## src/rtl/srs_pkg.sv

```systemverilog
package srs_pkg;

  // Per-cycle strobes from the serial control to the datapath
  typedef struct packed {
    logic start;     // chip enable has just risen
    logic clear;     // transaction idle or being restarted
    logic sample;    // take one input bit
    logic shift;     // present the next output bit
    logic addrDone;  // eighth bit of the header byte sampled
    logic dataDone;  // eighth bit of a data byte sampled
    logic bitIn;     // synchronized input data bit
  } srsStrobe_t;

endpackage

```

## src/rtl/srs_sync.sv

```systemverilog
module srs_sync #(
  parameter int WIDTH  = 1,
  parameter int STAGES = 2
) (
  input  logic             clk,
  input  logic             rstN,
  input  logic [WIDTH-1:0] d,
  output logic [WIDTH-1:0] q
);

  logic [STAGES-1:0][WIDTH-1:0] stage;

  always_ff @(posedge clk or negedge rstN) begin
    if (!rstN) stage <= '0;
    else       stage <= {stage[STAGES-2:0], d};
  end

  assign q = stage[STAGES-1];

endmodule

```

## src/rtl/srs_ctrl.sv

```systemverilog
module srs_ctrl
  import srs_pkg::*;
#(
  parameter int BYTE_W      = 8,
  parameter int SYNC_STAGES = 2
) (
  input  logic       clk,
  input  logic       rstN,
  input  logic       spiMode,
  input  logic       ce,
  input  logic       sclk,
  input  logic       sdi,
  output srsStrobe_t strb
);

  localparam int                CNT_W    = $clog2(BYTE_W);
  localparam logic [CNT_W-1:0]  BIT_LAST = CNT_W'(BYTE_W - 1);

  logic [2:0] rawIn;
  logic [2:0] syncOut;
  logic       ceS, sclkS, sdiS;
  logic       ceD, sclkD;
  logic       idleHigh;
  logic       inHeader;
  logic [CNT_W-1:0] bitCnt;

  assign rawIn = {ce, sclk, sdi};

  srs_sync #(.WIDTH(3), .STAGES(SYNC_STAGES)) u_sync (
    .clk  (clk),
    .rstN (rstN),
    .d    (rawIn),
    .q    (syncOut)
  );

  assign {ceS, sclkS, sdiS} = syncOut;

  logic ceRise, active, sclkRise, sclkFall, sampleEdge, shiftEdge, byteEnd;

  always_comb begin
    ceRise   = ceS & ~ceD;
    active   = ceS & ceD;
    sclkRise = sclkS & ~sclkD;
    sclkFall = ~sclkS & sclkD;
    if (spiMode) begin
      // sample on the edge back to idle, shift on the edge leaving idle
      sampleEdge = active & (idleHigh ? sclkRise : sclkFall);
      shiftEdge  = active & (idleHigh ? sclkFall : sclkRise);
    end else begin
      sampleEdge = active & sclkRise;
      shiftEdge  = active & sclkFall;
    end
    byteEnd = sampleEdge & (bitCnt == BIT_LAST);
  end

  always_ff @(posedge clk or negedge rstN) begin
    if (!rstN) begin
      ceD      <= 1'b0;
      sclkD    <= 1'b0;
      idleHigh <= 1'b0;
      bitCnt   <= '0;
      inHeader <= 1'b1;
    end else begin
      ceD   <= ceS;
      sclkD <= sclkS;
      if (ceRise) idleHigh <= sclkS;
      if (!ceS || ceRise) begin
        bitCnt   <= '0;
        inHeader <= 1'b1;
      end else if (sampleEdge) begin
        bitCnt <= bitCnt + CNT_W'(1);
        if (bitCnt == BIT_LAST) inHeader <= 1'b0;
      end
    end
  end

  always_comb begin
    strb.start    = ceRise;
    strb.clear    = ~ceS | ceRise;
    strb.sample   = sampleEdge;
    strb.shift    = shiftEdge;
    strb.addrDone = byteEnd & inHeader;
    strb.dataDone = byteEnd & ~inHeader;
    strb.bitIn    = sdiS;
  end

endmodule

```

## src/rtl/srs_datapath.sv

```systemverilog
module srs_datapath
  import srs_pkg::*;
#(
  parameter int DATA_W    = 8,
  parameter int ADDR_W    = 7,
  parameter int CLK_LAST  = 'h1F,
  parameter int RAM_FIRST = 'h20
) (
  input  logic              clk,
  input  logic              rstN,
  input  logic              spiMode,
  input  srsStrobe_t        strb,
  input  logic [DATA_W-1:0] regRdData,
  output logic [ADDR_W-1:0] regAddr,
  output logic              regWrEn,
  output logic [DATA_W-1:0] regWrData,
  output logic              regRdEn,
  output logic              sdo,
  output logic              sdoEn,
  output logic              snapStrobe
);

  localparam logic [ADDR_W-1:0] PTR_CLK_LAST  = ADDR_W'(CLK_LAST);
  localparam logic [ADDR_W-1:0] PTR_RAM_FIRST = ADDR_W'(RAM_FIRST);
  localparam logic [ADDR_W-1:0] PTR_MAX       = {ADDR_W{1'b1}};

  logic [DATA_W-1:0] rxSh, rxNext, txSh, wrData;
  logic [ADDR_W-1:0] ptr, ptrNext;
  logic wrMode, wrPend, stepPend, fetchPend, txValid;
  logic sdoQ, sdoEnQ, snapQ;

  always_comb begin
    if (spiMode) rxNext = {rxSh[DATA_W-2:0], strb.bitIn};
    else         rxNext = {strb.bitIn, rxSh[DATA_W-1:1]};
    if (ptr == PTR_CLK_LAST)  ptrNext = '0;
    else if (ptr == PTR_MAX)  ptrNext = PTR_RAM_FIRST;
    else                      ptrNext = ptr + ADDR_W'(1);
  end

  always_ff @(posedge clk or negedge rstN) begin
    if (!rstN) begin
      snapQ <= 1'b0;
    end else begin
      snapQ <= strb.start | (stepPend & (ptr == PTR_CLK_LAST));
    end
  end

  always_ff @(posedge clk or negedge rstN) begin
    if (!rstN) begin
      rxSh      <= '0;
      txSh      <= '0;
      wrData    <= '0;
      ptr       <= '0;
      wrMode    <= 1'b0;
      wrPend    <= 1'b0;
      stepPend  <= 1'b0;
      fetchPend <= 1'b0;
      txValid   <= 1'b0;
      sdoQ      <= 1'b0;
      sdoEnQ    <= 1'b0;
    end else if (strb.clear) begin
      rxSh      <= '0;
      wrMode    <= 1'b0;
      wrPend    <= 1'b0;
      stepPend  <= 1'b0;
      fetchPend <= 1'b0;
      txValid   <= 1'b0;
      sdoQ      <= 1'b0;
      sdoEnQ    <= 1'b0;
    end else begin
      wrPend    <= 1'b0;
      stepPend  <= 1'b0;
      fetchPend <= 1'b0;
      if (strb.sample) rxSh <= rxNext;
      if (strb.addrDone) begin
        ptr       <= rxNext[ADDR_W-1:0];
        wrMode    <= rxNext[DATA_W-1];
        fetchPend <= ~rxNext[DATA_W-1];
      end
      if (strb.dataDone) begin
        stepPend <= 1'b1;
        wrPend   <= wrMode;
        wrData   <= rxNext;
      end
      if (stepPend) begin
        ptr       <= ptrNext;
        fetchPend <= ~wrMode;
      end
      if (fetchPend) begin
        txSh    <= regRdData;
        txValid <= 1'b1;
      end
      if (strb.shift && txValid) begin
        sdoEnQ <= 1'b1;
        if (spiMode) begin
          sdoQ <= txSh[DATA_W-1];
          txSh <= {txSh[DATA_W-2:0], 1'b0};
        end else begin
          sdoQ <= txSh[0];
          txSh <= {1'b0, txSh[DATA_W-1:1]};
        end
      end
    end
  end

  assign regAddr    = ptr;
  assign regWrEn    = wrPend;
  assign regWrData  = wrData;
  assign regRdEn    = fetchPend;
  assign sdo        = sdoQ;
  assign sdoEn      = sdoEnQ;
  assign snapStrobe = snapQ;

endmodule

```

## src/rtl/serial_reg_slave.sv

```systemverilog
module serial_reg_slave
  import srs_pkg::*;
#(
  parameter int DATA_W      = 8,
  parameter int ADDR_W      = 7,
  parameter int CLK_LAST    = 'h1F,
  parameter int RAM_FIRST   = 'h20,
  parameter int SYNC_STAGES = 2
) (
  input  logic              clk,
  input  logic              rstN,
  input  logic              spiMode,
  input  logic              ce,
  input  logic              sclk,
  input  logic              sdi,
  output logic              sdo,
  output logic              sdoEn,
  output logic [ADDR_W-1:0] regAddr,
  output logic              regWrEn,
  output logic [DATA_W-1:0] regWrData,
  output logic              regRdEn,
  input  logic [DATA_W-1:0] regRdData,
  output logic              snapStrobe
);

  srsStrobe_t strb;

  srs_ctrl #(.BYTE_W(DATA_W), .SYNC_STAGES(SYNC_STAGES)) u_ctrl (
    .clk     (clk),
    .rstN    (rstN),
    .spiMode (spiMode),
    .ce      (ce),
    .sclk    (sclk),
    .sdi     (sdi),
    .strb    (strb)
  );

  srs_datapath #(
    .DATA_W    (DATA_W),
    .ADDR_W    (ADDR_W),
    .CLK_LAST  (CLK_LAST),
    .RAM_FIRST (RAM_FIRST)
  ) u_dp (
    .clk        (clk),
    .rstN       (rstN),
    .spiMode    (spiMode),
    .strb       (strb),
    .regRdData  (regRdData),
    .regAddr    (regAddr),
    .regWrEn    (regWrEn),
    .regWrData  (regWrData),
    .regRdEn    (regRdEn),
    .sdo        (sdo),
    .sdoEn      (sdoEn),
    .snapStrobe (snapStrobe)
  );

endmodule

```

## config.mk

```make
export PLATFORM = sky130hd
export DESIGN_NAME = serial_reg_slave
export DESIGN_NICKNAME = d
export VERILOG_FILES = /design/src/rtl/srs_pkg.sv /design/src/rtl/srs_sync.sv /design/src/rtl/srs_ctrl.sv /design/src/rtl/srs_datapath.sv /design/src/rtl/serial_reg_slave.sv
export SDC_FILE = /design/constraint.sdc
export NUM_CORES = 1
export LEC_CHECK = 0
export CORE_AREA = 3 3 78 80
export DETAILED_ROUTE_END_ITERATION = 6
export DIE_AREA = 0 0 81 83
export DONT_BUFFER_PORTS = 1
export PLACE_DENSITY_LB_ADDON = 0.3
export SYNTH_ARGS = -nofsm -noshare
export SYNTH_HDL_FRONTEND = slang
export SYNTH_SLANG_ARGS = --single-unit
```

## constraint.sdc

```tcl
create_clock -name clk -period 5.2 [get_ports clk]
set_input_delay 1.04 -clock clk [delete_from_list [all_inputs] [get_ports clk]]
set_output_delay 1.04 -clock clk [all_outputs]
set_load 0.1 [all_outputs]
```

## Word level (Yosys, flattened, before mapping)

Index checks and enable logic that the tools add are counted.

| operators by class | value |
|---|---|
| eq/ne operators | 3 |
| $add $sub $neg | 2 |
| bitwise gates (word level) | 22 |
| reduce and logical (&&, ||, !) cells | 15 |
| muxes and demuxes | 35 |

Operators by type and width:

| kind | number |
|---|---|
| 8-bit 2-to-1 mux | 6 |
| 7-bit 2-to-1 mux | 4 |
| 1-bit 2-to-1 mux | 23 |
| 2-bit nonzero test | 8 |
| 1-bit AND | 12 |
| 1-bit inverter | 8 |
| 2-bit AND reduction | 4 |
| 7-bit by 1-bit adder with 7-bit output, second input constant | 1 |
| 7-bit by 5-bit == test with 1-bit output, second input constant | 1 |
| 7-bit == test, second input constant | 1 |
| 3-bit 2-to-1 mux | 2 |
| 3-bit by 1-bit adder with 3-bit output, second input constant | 1 |
| 3-bit == test, second input constant | 1 |
| 1-bit OR | 2 |
| 1-bit logical AND | 1 |
| 1-bit logical NOT | 1 |
| 1-bit logical OR | 1 |

| storage, ports and cells | value |
|---|---|
| word-level logic and storage cells | 96 |
| output and inout bits | 20 |
| bits in registers | 52 |
| input port bits | 14 |

## Logic depth before layout (Yosys ltp)

Gate-level depths: netlist (run 1).

| logic depth | value |
|---|---|
| depth after elaboration | 10 |
| depth in mapped cells | 7 |
| gate-level depth less buffers | 6 |

## By module

From an unflattened synthesis (run 1), not the netlist that was laid out.

| second synthesis, totals | value |
|---|---|
| cell total of the unflattened synthesis | 233 |
| area, all modules | 2557.5 µm² |

By module, submodules not included:

| module | area each (µm²) | times used | sequential area each (µm²) | cells an instance |
|---|---|---|---|---|
| srs_datapath | 1980.6 | 1 | 975.9 | 187 |
| srs_ctrl | 404.1 | 1 | 176.4 | 37 |
| srs_sync | 172.7 | 1 | 150.1 | 9 |

## Worst setup path after synthesis (run 1)

No wires, ideal clock.

| timing path | value |
|---|---|
| kind | input port to flip-flop |
| start | in spiMode |
| end | reg u_dp.ptr[0] (netlist: u_dp.regAddr[0]) |
| path slack | 2.605 ns |
| arrival | 2.469 ns |
| cell stages on the path | 7 |
| data required time | 5.074 ns |
| setup time | 0.126 ns |
| buffers on the path | 2 |
| path through | buf_4 nand2b_4 mux2i_4 and4_1 buf_6 a21o_1 mux2_2 |

| on the way | value |
|---|---|
| longest elaborated chain between the ends | 5 |
| elaborated cells on any way between the ends | 8 |
| classes of those cells | 4 x mux; 2 x bitwise; 2 x reduce/logical |

Ends and longest elaborated chain:

| element | RTL line | RTL |
|---|---|---|
| from (decl) | serial_reg_slave.sv:12 | `input logic spiMode,` |
| 1-bit 2-to-1 mux | srs_ctrl.sv:45 | `if (spiMode) begin` |
| 1-bit AND | srs_ctrl.sv:53 | `byteEnd = sampleEdge & (bitCnt == BIT_LAST);` |
| 1-bit AND | srs_ctrl.sv:82 | `strb.addrDone = byteEnd & inHeader;` |
| 2-bit nonzero test (no source line) | -- |  |
| 2-bit AND reduction (no source line) | -- |  |
| to (signal assigned) | srs_datapath.sv:76 | `ptr <= rxNext[ADDR_W-1:0];` |
| to (signal assigned) | srs_datapath.sv:86 | `ptr <= ptrNext;` |
| to (decl) | srs_datapath.sv:28 | `logic [ADDR_W-1:0] ptr, ptrNext;` |

Several ways; a longest one is shown, not always the timed one. The select of a mux whose other input is x is not followed.
A chain may end at the register's enable or synchronous reset.

## Worst setup path after layout (run 1)

| timing path | value |
|---|---|
| start | in spiMode |
| end | reg u_dp.ptr[1] (netlist: u_dp.regAddr[1]) |

Same word-level chain as after synthesis.

==> results.sh, run 1 <==
export IMPL_status="finished clean"
export IMPL_p_seq_share_pct=54.6
export IMPL_cp_max_fo=19
export IMPL_leakagePower_nw=1.211
export IMPL_internal_power_w=0.0006157
export IMPL_fin_skew_ns=0.007676
export IMPL_drt_iter0_markers=55
export IMPL_synth_top_cells_by_area="dfrtp_1 (53%), mux2i_1 (11%), mux2_2 (4.2%), a211oi_1 (3.7%), o21ai_0 (3.5%)"
export IMPL_post_cts_setup_buffers=0
export IMPL_fp_coreArea_um2=5473
export IMPL_slew_headroom_pct=27.96
export IMPL_initial_core_util_pct=44.40
export IMPL_synth_fa_ha_area_share_pct=1.545
export IMPL_cp_startpoint="spiMode"
export IMPL_ys_types=39
export IMPL_cts_root_buffer="clkbuf_8"
export IMPL_cts_tree="yes"
export IMPL_reg2reg_from="u_dp.regAddr[0]$_DFFE_PN0P_"
export IMPL_setup_viol=0
export IMPL_hpwl_um=3180
export IMPL_synthArstFlopShare_pct=100.0
export IMPL_pwr_share_comb_pct=4.3
export IMPL_dp_cells=277
export IMPL_antenna_found_initial=0
export IMPL_ys_ff_latch=52
export IMPL_gr_total_overflow=0
export IMPL_timing_fmax_mhz=386.8
export IMPL_synth_fp_nets=236
export IMPL_ctsHtreeMaxLevel=2
export IMPL_final_cells=284
export IMPL_viasPerCell=5.729
export IMPL_synth_area_mux_share_pct=15.81
export IMPL_cp_arrival_ns=2.78
export IMPL_clkSinkCount=52
export IMPL_drv_slew=0
export IMPL_grt_max_degree=53
export IMPL_synthSimpleGateAreaFrac_pct=12.05
export IMPL_grt_pass1_vias=1578
export IMPL_layout_min_cycle_time_ns=2.585
export IMPL_fillers=541
export IMPL_finalWeightedCongestion=0.7708
export IMPL_ir_drop_v=0.0001913
export IMPL_cts_made_buffers=5
export IMPL_synth_edff_count=0
export IMPL_worstSetupPathType="input port to flop"
export IMPL_setup_tns_ns=0
export IMPL_die_x_um=81
export IMPL_clock_path_buffers=2
export IMPL_antenna_diode_count=0
export IMPL_synth_largest_area_cell="dfrtp_1"
export IMPL_cap_violations=0
export IMPL_crit_path_start_kind="input port"
export IMPL_ys_seq_area_share_pct=53.60
export IMPL_ys_warn_count=0
export IMPL_pwr_share_clk_pct=41.1
export IMPL_synth_xor_area_share_pct=0.7209
export IMPL_power_density_nw_per_um2=297.2
export IMPL_path_clk_slew_ns=0.09
export IMPL_die_area_um2=6723
export IMPL_io_buffers=0
export IMPL_synth_cells=219
export IMPL_min_period_over_period_pct=49.71
export IMPL_pin_count=34
export IMPL_whs_ns=0.3556
export IMPL_drive_gt1_share_pct=8.962
export IMPL_hold_path_class="flop to flop"
export IMPL_crit_required_ns=5.39
export IMPL_avgSynthCellArea_um2=11.10
export IMPL_first_pass_iters=4
export IMPL_num_rows=27
export IMPL_hold_path_startpoint="u_ctrl.u_sync.stage[1]$_DFF_PN0_"
export IMPL_fin_nets=229
export IMPL_p_sw_w=0.0001519
export IMPL_grt_pass1_wl_um=7872
export IMPL_fin_util_pct=47.19
export IMPL_dieHeight_um=83
export IMPL_syn_to_final_growth_pct=6.282
export IMPL_worstMarginPinSlew_ns=1.081
export IMPL_cts_hold_buffers_added=0
export IMPL_synthesis_area_um2=2430
export IMPL_synth_top_area_share_pct=52.52
export IMPL_grtUsageTotal_pct=15.05
export IMPL_synth_compound_area_share_pct=12.92
export IMPL_ant_nets=0
export IMPL_hold_violations=0
export IMPL_drt_wl_total_um=4736
export IMPL_ctsResizeCount=0
export IMPL_cp_end_kind="flop"
export IMPL_clk_latency_ns=0.30
export IMPL_rsz0062_at_grt="no"
export IMPL_wire_per_inst_um=16.68
export IMPL_route_detailed_drc=0
export IMPL_synth_top_family_by_area="multiplexers"
export IMPL_ys_flop_type="dfrtp_1"
export IMPL_switching_share_pct=19.78
export IMPL_vias=1627
[cell usage in the layout (no fill, tap or decap), drive strengths merged, types with 2 or more instances in the layout]
| cell type | count |
|---|---|
| a211oi | 12 |
| a21o | 3 |
| a21oi | 7 |
| a22oi | 3 |
| and2 | 2 |
| and3 | 7 |
| bufinv | 2 |
| clkbuf | 5 |
| dfrtp | 51 |
| ha | 3 |
| inv | 4 |
| mux2 | 9 |
| mux2i | 27 |
| nand2 | 16 |
| nand2b | 4 |
| nand3 | 4 |
| nand3b | 2 |
| nand4 | 2 |
| nor2 | 16 |
| nor3 | 3 |
| o21ai | 17 |
[cell families after synthesis]
logic type,count (synthesis)
compound gates,49
xor+xnor,2
fa+ha+maj,3
buf+inv,18
flops,52
mux,36
simple gates,59
[critical path, cell delays in order]
cell and delay [ns]:
nand2b_4 0.07, mux2i_4 0.58, and4_1 0.58, a21o_1 0.16, mux2_2 0.33
[metrics by stage]
stage,power [W],cell area (um^2),setup slack (ns)
floorplan,0.0004568,2430,2.605
global placement,0.0004594,2454,2.331
detailed placement,0.0004600,2454,2.314
CTS,0.0007765,2582,2.633
global route,0.0007958,2582,2.491
finish,0.0007676,2582,2.615
[registers in the layout, indices dropped and copies added (netlist names)]
signal	cells
u_dp.snapStrobe	1
u_dp.stepPend	1
u_ctrl.u_sync.stage	3
u_dp.txValid	1
u_dp.regAddr	7
u_ctrl.u_sync.q	3
u_ctrl.inHeader	1
u_dp.txSh	8
u_dp.sdoEn	1
u_dp.regWrData	8
u_dp.regRdEn	1
u_ctrl.bitCnt	3
u_ctrl.sclkD	1
u_ctrl.ceD	1
u_dp.regWrEn	1
u_dp.wrMode	1
u_ctrl.idleHigh	1
u_dp.rxSh	8
u_dp.sdo	1
[final timing paths]
path	endpoint	slack, ns	depth (start not counted)
setup reg to reg	u_dp.regAddr[6]$_DFFE_PN0P_	2.71	6
max in group asynchronous	u_ctrl.inHeader$_DFFE_PN1P_	4.59	0
min in group asynchronous	u_dp.sdoEn$_DFFE_PN0P_	0.42	0
hold / removal	u_ctrl.u_sync.q[1]$_DFF_PN0_	0.36	0
hold reg to reg	u_ctrl.u_sync.q[1]$_DFF_PN0_	0.36	0
setup / recovery	u_dp.regAddr[1]$_DFFE_PN0P_	2.61	5
[layer usage]
metal	global-route usage (%)	part of all wire [%]	vias to the layer above	wire (um)
li1	-	-	769	-
met5	0	0	-	0
met3	3.905	6.1	7	291
met4	5.069	1.5	0	70
met2	22.40	46	43	2165
met1	21.21	47	808	2209
[power groups by stage]
stage / clock [W] / sequential, W / combinational (W)
6_report: 0.000316 / 0.000419 / 0.0000327
5_1_grt: 0.000340 / 0.000420 / 0.0000358
4_1_cts: 0.000325 / 0.000419 / 0.0000328
3_5_place_dp: 0 / 0.000427 / 0.0000328
3_3_place_gp: 0 / 0.000427 / 0.0000324
2_1_floorplan: 0 / 0.000426 / 0.0000311
[cell type report]
cell class | instances | area, um^2 | area share, %
clock buffer | 5 | 68.82 | 2.665
clock inverter | 2 | 60.06 | 2.326
inverter | 4 | 15.01 | 0.5814
multi-input combinational | 149 | 1046 | 40.50
sequential | 52 | 1303 | 50.44
tap | 72 | 90.09 | 3.488
[Yosys cell counts (2+ instances only)]
master	n
dfrtp_1	51
mux2i_1	26
o21ai_0	17
nand2_1	16
nor2_1	16
a211oi_1	12
mux2_2	9
a21oi_1	7
and3_1	7
clkbuf_1	7
inv_1	4
nand3_1	4
a21o_1	3
a22oi_1	3
buf_1	3
ha_1	3
nand2b_1	3
nor3_1	3
and2_1	2
buf_2	2
nand3b_1	2
nand4_1	2
Power figures use the tool's default switching activity.
==> run 2: changes to the inputs <==
--- a/config.mk
+++ b/config.mk
@@ -5,6 +5,7 @@
 export SDC_FILE = /design/constraint.sdc
 export NUM_CORES = 1
 export LEC_CHECK = 0
+export ABC_AREA = 1
 export CORE_AREA = 3 3 78 80
 export DETAILED_ROUTE_END_ITERATION = 6
 export DIE_AREA = 0 0 81 83
==> constraint.sdc (replaced) <==
create_clock -name clk -period 2.65 [get_ports clk]
set_input_delay 0.53 -clock clk [delete_from_list [all_inputs] [get_ports clk]]
set_output_delay 0.53 -clock clk [all_outputs]
set_load 0.1 [all_outputs]
==> run 2 against run 1 <==
Compared with the run above:
- sequential power increased by 98%
- via count increased by 13%
- routed wire length grew 2.3%
- clock skew increased by 0.0049 ns
- register-to-register slack got worse by 1.8 ns
- die area unchanged
- non-clock buffer count grew 12
- synthesized cell count increased by 31%
- critical path depth shrank 5
==> results.sh, run 2 <==
export IMPL_synth_cells=287
export IMPL_fin_nets=316
export IMPL_leakagePower_nw=1.368
export IMPL_viasPerCell=4.957
export IMPL_power_density_nw_per_um2=520.7
export IMPL_final_cells=372
export IMPL_dieHeight_um=83
export IMPL_ys_top_cells_by_count="nand2_1 (79), dfrtp_1 (51), nor2_1 (31)"
export IMPL_hold_violations=0
export IMPL_ys_flop_type="dfrtp_1"
export IMPL_hold_path_class="input port to asynchronous set/reset pin"
export IMPL_ant_nets=0
export IMPL_reg2reg_from="u_ctrl.u_sync.q[2]$_DFF_PN0_"
export IMPL_die_x_um=81
export IMPL_synth_largest_area_cell="dfrtp_1"
export IMPL_clock_path_buffers=2
export IMPL_cp_end_kind="primary output"
export IMPL_clkSinkCount=52
export IMPL_ys_ff_latch=52
export IMPL_worstSetupPathType="flop to primary output"
export IMPL_synthesis_area_um2=2407
export IMPL_grt_pass1_wl_um=8349
export IMPL_ctsHtreeMaxLevel=2
export IMPL_preCtsSetupSlack_ns=0.9135
export IMPL_vias=1844
export IMPL_timing_fmax_mhz=557.3
export IMPL_grt_pass1_vias=1750
export IMPL_hpwl_um=3502
export IMPL_finalWeightedCongestion=0.8134
export IMPL_synth_edff_count=0
export IMPL_drt_wl_total_um=4847
export IMPL_setup_ws_ns=0.8556
export IMPL_wire_per_inst_um=13.03
export IMPL_r2r_end="u_dp.regAddr[5]$_DFFE_PN0P_"
export IMPL_fin_skew_ns=0.01255
export IMPL_drive_gt1_share_pct=10.67
export IMPL_min_period_over_period_pct=67.71
export IMPL_cts_tree="yes"
export IMPL_syn_to_final_growth_pct=10.50
export IMPL_avgSynthCellArea_um2=8.388
export IMPL_synth_top_cells_by_area="dfrtp_1 (53%), nand2_1 (12%), nor2_1 (4.8%), o21ai_0 (4.6%), inv_1 (4.5%)"
export IMPL_worstMarginPinSlew_ns=0.9373
export IMPL_layout_min_cycle_time_ns=1.794
export IMPL_cts_root_buffer="clkbuf_8"
export IMPL_ys_seq_area_share_pct=54.11
export IMPL_grt_max_degree=52
export IMPL_first_pass_iters=4
export IMPL_crit_required_ns=2.12
export IMPL_synthArstFlopShare_pct=100.0
export IMPL_drt_iter0_markers=135
export IMPL_cp_arrival_ns=1.26
export IMPL_antenna_diode_count=0
export IMPL_path_clk_slew_ns=0.10
export IMPL_rsz0062_at_grt="no"
export IMPL_initial_core_util_pct=43.99
export IMPL_setup_tns_ns=0
export IMPL_setup_viol=0
export IMPL_layout_common_cells="nand2_1 (79), dfrtp_1 (51), nor2_1 (31)"
export IMPL_fp_coreArea_um2=5473
export IMPL_synth_fp_nets=304
export IMPL_r2r_slack_ns=0.90
export IMPL_cp_max_fo=2
export IMPL_ir_drop_v=0.0003433
export IMPL_status="finished clean"
export IMPL_r2r_cells=9
export IMPL_cap_violations=0
export IMPL_pin_count=34
export IMPL_fillers=546
export IMPL_num_rows=27
export IMPL_route_detailed_drc=0
export IMPL_crit_path_start_kind="flop"
export IMPL_synth_top_area_share_pct=53.01
export IMPL_dp_cells=363
export IMPL_slew_headroom_pct=37.51
export IMPL_cts_made_buffers=5
export IMPL_ys_warn_count=0
export IMPL_grtUsageTotal_pct=15.68
export IMPL_gr_total_overflow=0
export IMPL_io_buffers=0
export IMPL_ys_types=30
export IMPL_die_area_um2=6723
export IMPL_synth_most_common_cell="nand2_1"
export IMPL_post_cts_setup_buffers=0
export IMPL_mostFrequentLayoutCell="nand2_1"
export IMPL_drv_slew=0
export IMPL_antenna_found_initial=0
export IMPL_clk_latency_ns=0.30
==> run 2: changes by cell type in the layout (fill, tap and decap cells not counted), sizes merged, moves of 4 or more <==
cell / change
nand2: +67
mux2i: -27
inv: +26
nor2: +17
nand3: +16
a211oi: -12
buf: +12
mux2: -9
a31oi: +8
and3: -7
o22ai: +6
o21ai: +5
nand2b: -4
==> run 2: stage by stage <==
stage	cell area (um^2)	hold WS, ns	utilization, %	power, W
2_1_floorplan	2407	0.2344	-	0.0009050
3_3_place_gp	2540	0.2359	46.41	0.0009157
3_5_place_dp	2540	0.2360	46.41	0.0009184
4_1_cts	2660	0.05130	48.61	0.001400
5_1_grt	2660	0.04239	48.61	0.001453
6_report	2660	0.05544	48.61	0.001385
==> run 2: layer usage <==
layer	GRT usage (%)	vias to the layer above	part of all wire (%)
met4	4.762	0	0.97
met3	3.796	4	5.0
met2	23.60	45	45
met1	22.23	841	49
li1	-	954	-
met5	0	-	0
==> run 2: power breakdown <==
part / internal [W] / switching [W] / leakage [nW] / total, W
sequential: 0.000813 / 0.0000173 / 0.682 / 0.000830
combinational: 0.0000296 / 0.0000615 / 0.635 / 0.0000911
clock: 0.000209 / 0.000255 / 0.0510 / 0.000464
total: 0.00105 / 0.000334 / 1.37 / 0.00139
==> run 2: worst max path at each step <==
| stage | from | endpoint | slack [ns] | cells after the start |
|---|---|---|---|---|
| finish | u_dp.regWrData[5]$_DFFE_PN0P_ | regWrData[5] | 0.86 | 0 |
| global route | u_ctrl.u_sync.q[2]$_DFF_PN0_ | u_dp.regAddr[5]$_DFFE_PN0P_ | 0.74 | 9 |
| CTS | u_dp.regWrData[5]$_DFFE_PN0P_ | regWrData[5] | 0.85 | 0 |
| detailed placement | u_ctrl.u_sync.q[2]$_DFF_PN0_ | u_dp.regAddr[5]$_DFFE_PN0P_ | 0.91 | 9 |
| global placement | u_ctrl.u_sync.q[2]$_DFF_PN0_ | u_dp.regAddr[0]$_DFFE_PN0P_ | 0.95 | 9 |
| floorplan | u_dp.regAddr[0]$_DFFE_PN0P_ | u_dp.regAddr[0]$_DFFE_PN0P_ | 0.55 | 8 |
==> run 2: kinds of logic (layout without fill, tap and decap cells) <==
logic type | count (synthesis) | in the layout | share of synthesized area, %
adders and majority gates | 3 | 3 | 1.559
DFF | 52 | 52 | 54.11
xor gates and xnor gates | 1 | 1 | 0.3639
and+or+nand+nor | 141 | 141 | 25.10
buffers and inverters | 38 | 51 | 6.496
AOI/OAI and AO/OA | 52 | 52 | 12.37
==> run 2: what timing repair did <==
item / CTS / global route
resized for setup: 0 / 0
hold buffers: 1 / 0
endpoints found under the hold margin: 51 / 0
setup endpoints to repair: 0 / 0
==> run 2: layout make-up <==
type | instances | area [um^2] | share of cell area (%)
inverter | 31 | 116.4 | 4.374
timing repair buffer | 12 | 110.1 | 4.139
multi-input combinational | 197 | 948.4 | 35.65
sequential | 52 | 1303 | 48.97
clock buffer | 6 | 82.58 | 3.104
clock inverter | 2 | 10.01 | 0.3763
tap | 72 | 90.09 | 3.387
==> run 3: changes to the inputs <==
==> constraint.sdc (replaced) <==
create_clock -name clk -period 1.6 [get_ports clk]
set_input_delay 0.32 -clock clk [delete_from_list [all_inputs] [get_ports clk]]
set_output_delay 0.32 -clock clk [all_outputs]
set_load 0.1 [all_outputs]
==> run 3 against run 2 <==
Compared with the run above:
- first-iteration DRC count shrank 28%
- hold slack lost 0.011 ns
- flip-flop and latch count is the same
- sequential power grew 64%
==> results.sh, run 3 (synthesis results as in run 2) <==
export IMPL_status="finished clean"
export IMPL_hold_violations=0
export IMPL_setup_viol=0
export IMPL_die_x_um=81
export IMPL_cts_made_buffers=5
export IMPL_leakagePower_nw=1.461
export IMPL_crit_required_ns=1.85
export IMPL_clock_path_buffers=2
export IMPL_initial_core_util_pct=43.99
export IMPL_fin_skew_ns=0.01031
export IMPL_fin_area_um2=2880
export IMPL_whs_ns=0.04466
export IMPL_die_area_um2=6723
export IMPL_ctsHtreeMaxLevel=2
export IMPL_timing_fmax_mhz=687.8
export IMPL_path_clk_slew_ns=0.09
export IMPL_power_total_w=0.002307
export IMPL_fp_coreArea_um2=5473
export IMPL_setup_ws_ns=0.1460
export IMPL_pwr_share_clk_pct=33.2
export IMPL_pin_count=34
export IMPL_cap_violations=0
export IMPL_grt_pass1_wl_um=8438
export IMPL_drt_wl_total_um=4966
export IMPL_power_density_nw_per_um2=800.8
export IMPL_mostFrequentLayoutCell="nand2_1"
export IMPL_ir_drop_v=0.0006400
export IMPL_first_pass_iters=5
export IMPL_syn_to_final_growth_pct=19.65
export IMPL_preCtsSetupSlack_ns=0.07151
export IMPL_viasPerCell=4.959
export IMPL_wire_per_inst_um=12.57
export IMPL_crit_path_start_kind="flop"
export IMPL_rsz0062_at_grt="yes"
export IMPL_dieHeight_um=83
export IMPL_layout_min_cycle_time_ns=1.454
export IMPL_fin_nets=339
export IMPL_min_period_over_period_pct=90.88
export IMPL_pwr_share_comb_pct=7.7
export IMPL_worstSetupPathType="flop to flop"
export IMPL_p_sw_w=0.0005422
export IMPL_antenna_found_initial=0
export IMPL_vias=1959
export IMPL_grtUsageTotal_pct=15.66
export IMPL_clk_latency_ns=0.30
export IMPL_fillers=528
export IMPL_clkSinkCount=52
export IMPL_grt_pass1_vias=1834
export IMPL_slew_headroom_pct=70.39
export IMPL_cp_arrival_ns=1.70
export IMPL_worstMarginPinSlew_ns=0.4395
export IMPL_io_buffers=0
export IMPL_internal_power_w=0.001764
export IMPL_route_detailed_drc=0
export IMPL_cts_tree="yes"
export IMPL_cts_root_buffer="clkbuf_8"
export IMPL_hpwl_um=3454
export IMPL_switching_share_pct=23.50
export IMPL_ant_nets=0
export IMPL_layout_common_cells="nand2_1 (77), dfrtp_1 (43), buf_4 (31)"
export IMPL_finalWeightedCongestion=0.8303
export IMPL_num_rows=27
export IMPL_hold_path_class="input port to flop"
export IMPL_antenna_diode_count=0
export IMPL_drv_slew=0
export IMPL_grt_max_degree=53
export IMPL_dpl_cell_area_um2=2680
export IMPL_gr_total_overflow=0
export IMPL_cp_max_fo=6
export IMPL_cp_end_kind="flop"
export IMPL_p_seq_share_pct=59.2
export IMPL_drt_iter0_markers=97
export IMPL_drive_gt1_share_pct=20.12
==> run 3: cell count changes in the layout (fill, tap and decap cells not counted), moves of 2 or more <==
| cell | previous run | this run |
|---|---|---|
| dfrtp_2 | 0 | 6 |
| clkinv_2 | 2 | 0 |
| buf_4 | 11 | 31 |
| nand2_2 | 3 | 5 |
| clkbuf_1 | 0 | 2 |
| dfrtp_4 | 0 | 2 |
| dfrtp_1 | 51 | 43 |
| nand2_1 | 79 | 77 |
==> run 3: path summary, 6_finish.rpt <==
kind / slack (ns) / cells after the start / start / to
worst max-delay path: 0.15 / 8 / u_dp.regAddr[0]$_DFFE_PN0P_ / u_dp.regAddr[1]$_DFFE_PN0P_
worst min-delay path: 0.04 / 0 / sdi / u_ctrl.u_sync.stage[0]$_DFF_PN0_
worst max register to register: 0.15 / 8 / u_dp.regAddr[0]$_DFFE_PN0P_ / u_dp.regAddr[1]$_DFFE_PN0P_
worst min register to register: 0.35 / 0 / u_ctrl.u_sync.stage[2]$_DFF_PN0_ / u_ctrl.u_sync.q[2]$_DFF_PN0_
max in group asynchronous: 0.80 / 2 / rstN / u_ctrl.inHeader$_DFFE_PN1P_
min in group asynchronous: 0.52 / 2 / rstN / u_dp.regAddr[1]$_DFFE_PN0P_
==> run 3: cell type report <==
type	instances	area [um^2]	share of cell area, %
multi-input cells	198	984.7	34.19
repair buffers	34	281.5	9.774
inverters	31	116.4	4.040
well taps	72	90.09	3.128
flip-flops and latches	52	1318	45.74
clock buffers	8	90.09	3.128
==> run 3: power groups by stage <==
| stage | registers [W] | clock network (W) | logic [W] |
|---|---|---|---|
| floorplan | 0.00140 | 0 | 0.000103 |
| global route | 0.00137 | 0.000846 | 0.000207 |
| detailed placement | 0.00139 | 0 | 0.000140 |
| finish | 0.00136 | 0.000765 | 0.000177 |
| CTS | 0.00136 | 0.000795 | 0.000177 |
| global placement | 0.00139 | 0 | 0.000137 |
==> run 3: critical path: stages, from the launching register on <==
cell and delay [ns]:
dfrtp_4 0.53, ha_4 0.19, nand3_2 0.11, nor2_1 0.08, nor2_2 0.18, nand2_1 0.06, o21ai_0 0.08, nand3_1 0.10
nand2_1 0.08
==> run 3: what timing repair did <==
action | CTS | global route
buffers inserted | 0 | 6
hold endpoints to repair | 52 | 0
setup endpoints to repair | 0 | 29
hold buffers | 2 | 0
gates resized for setup | 0 | 5
==> run 3: routing by layer <==
layer / share of wire (%) / track usage [%] / routed length (um) / vias up
li1: - / - / - / 1003
met4: 1.1 / 4.147 / 53 / 0
met1: 46 / 21.72 / 2304 / 907
met2: 47 / 24.05 / 2314 / 43
met5: 0 / 0 / 0 / -
met3: 5.9 / 4.338 / 294 / 6
==> run 3: metrics by stage <==
stage	TNS [ns]	std cells	util (%)
3_5_place_dp	0	378	48.97
4_1_cts	0	388	51.30
6_report	0	395	52.63
3_3_place_gp	0	378	48.97
2_1_floorplan	0	287	-
5_1_grt	-0.03026	395	52.63
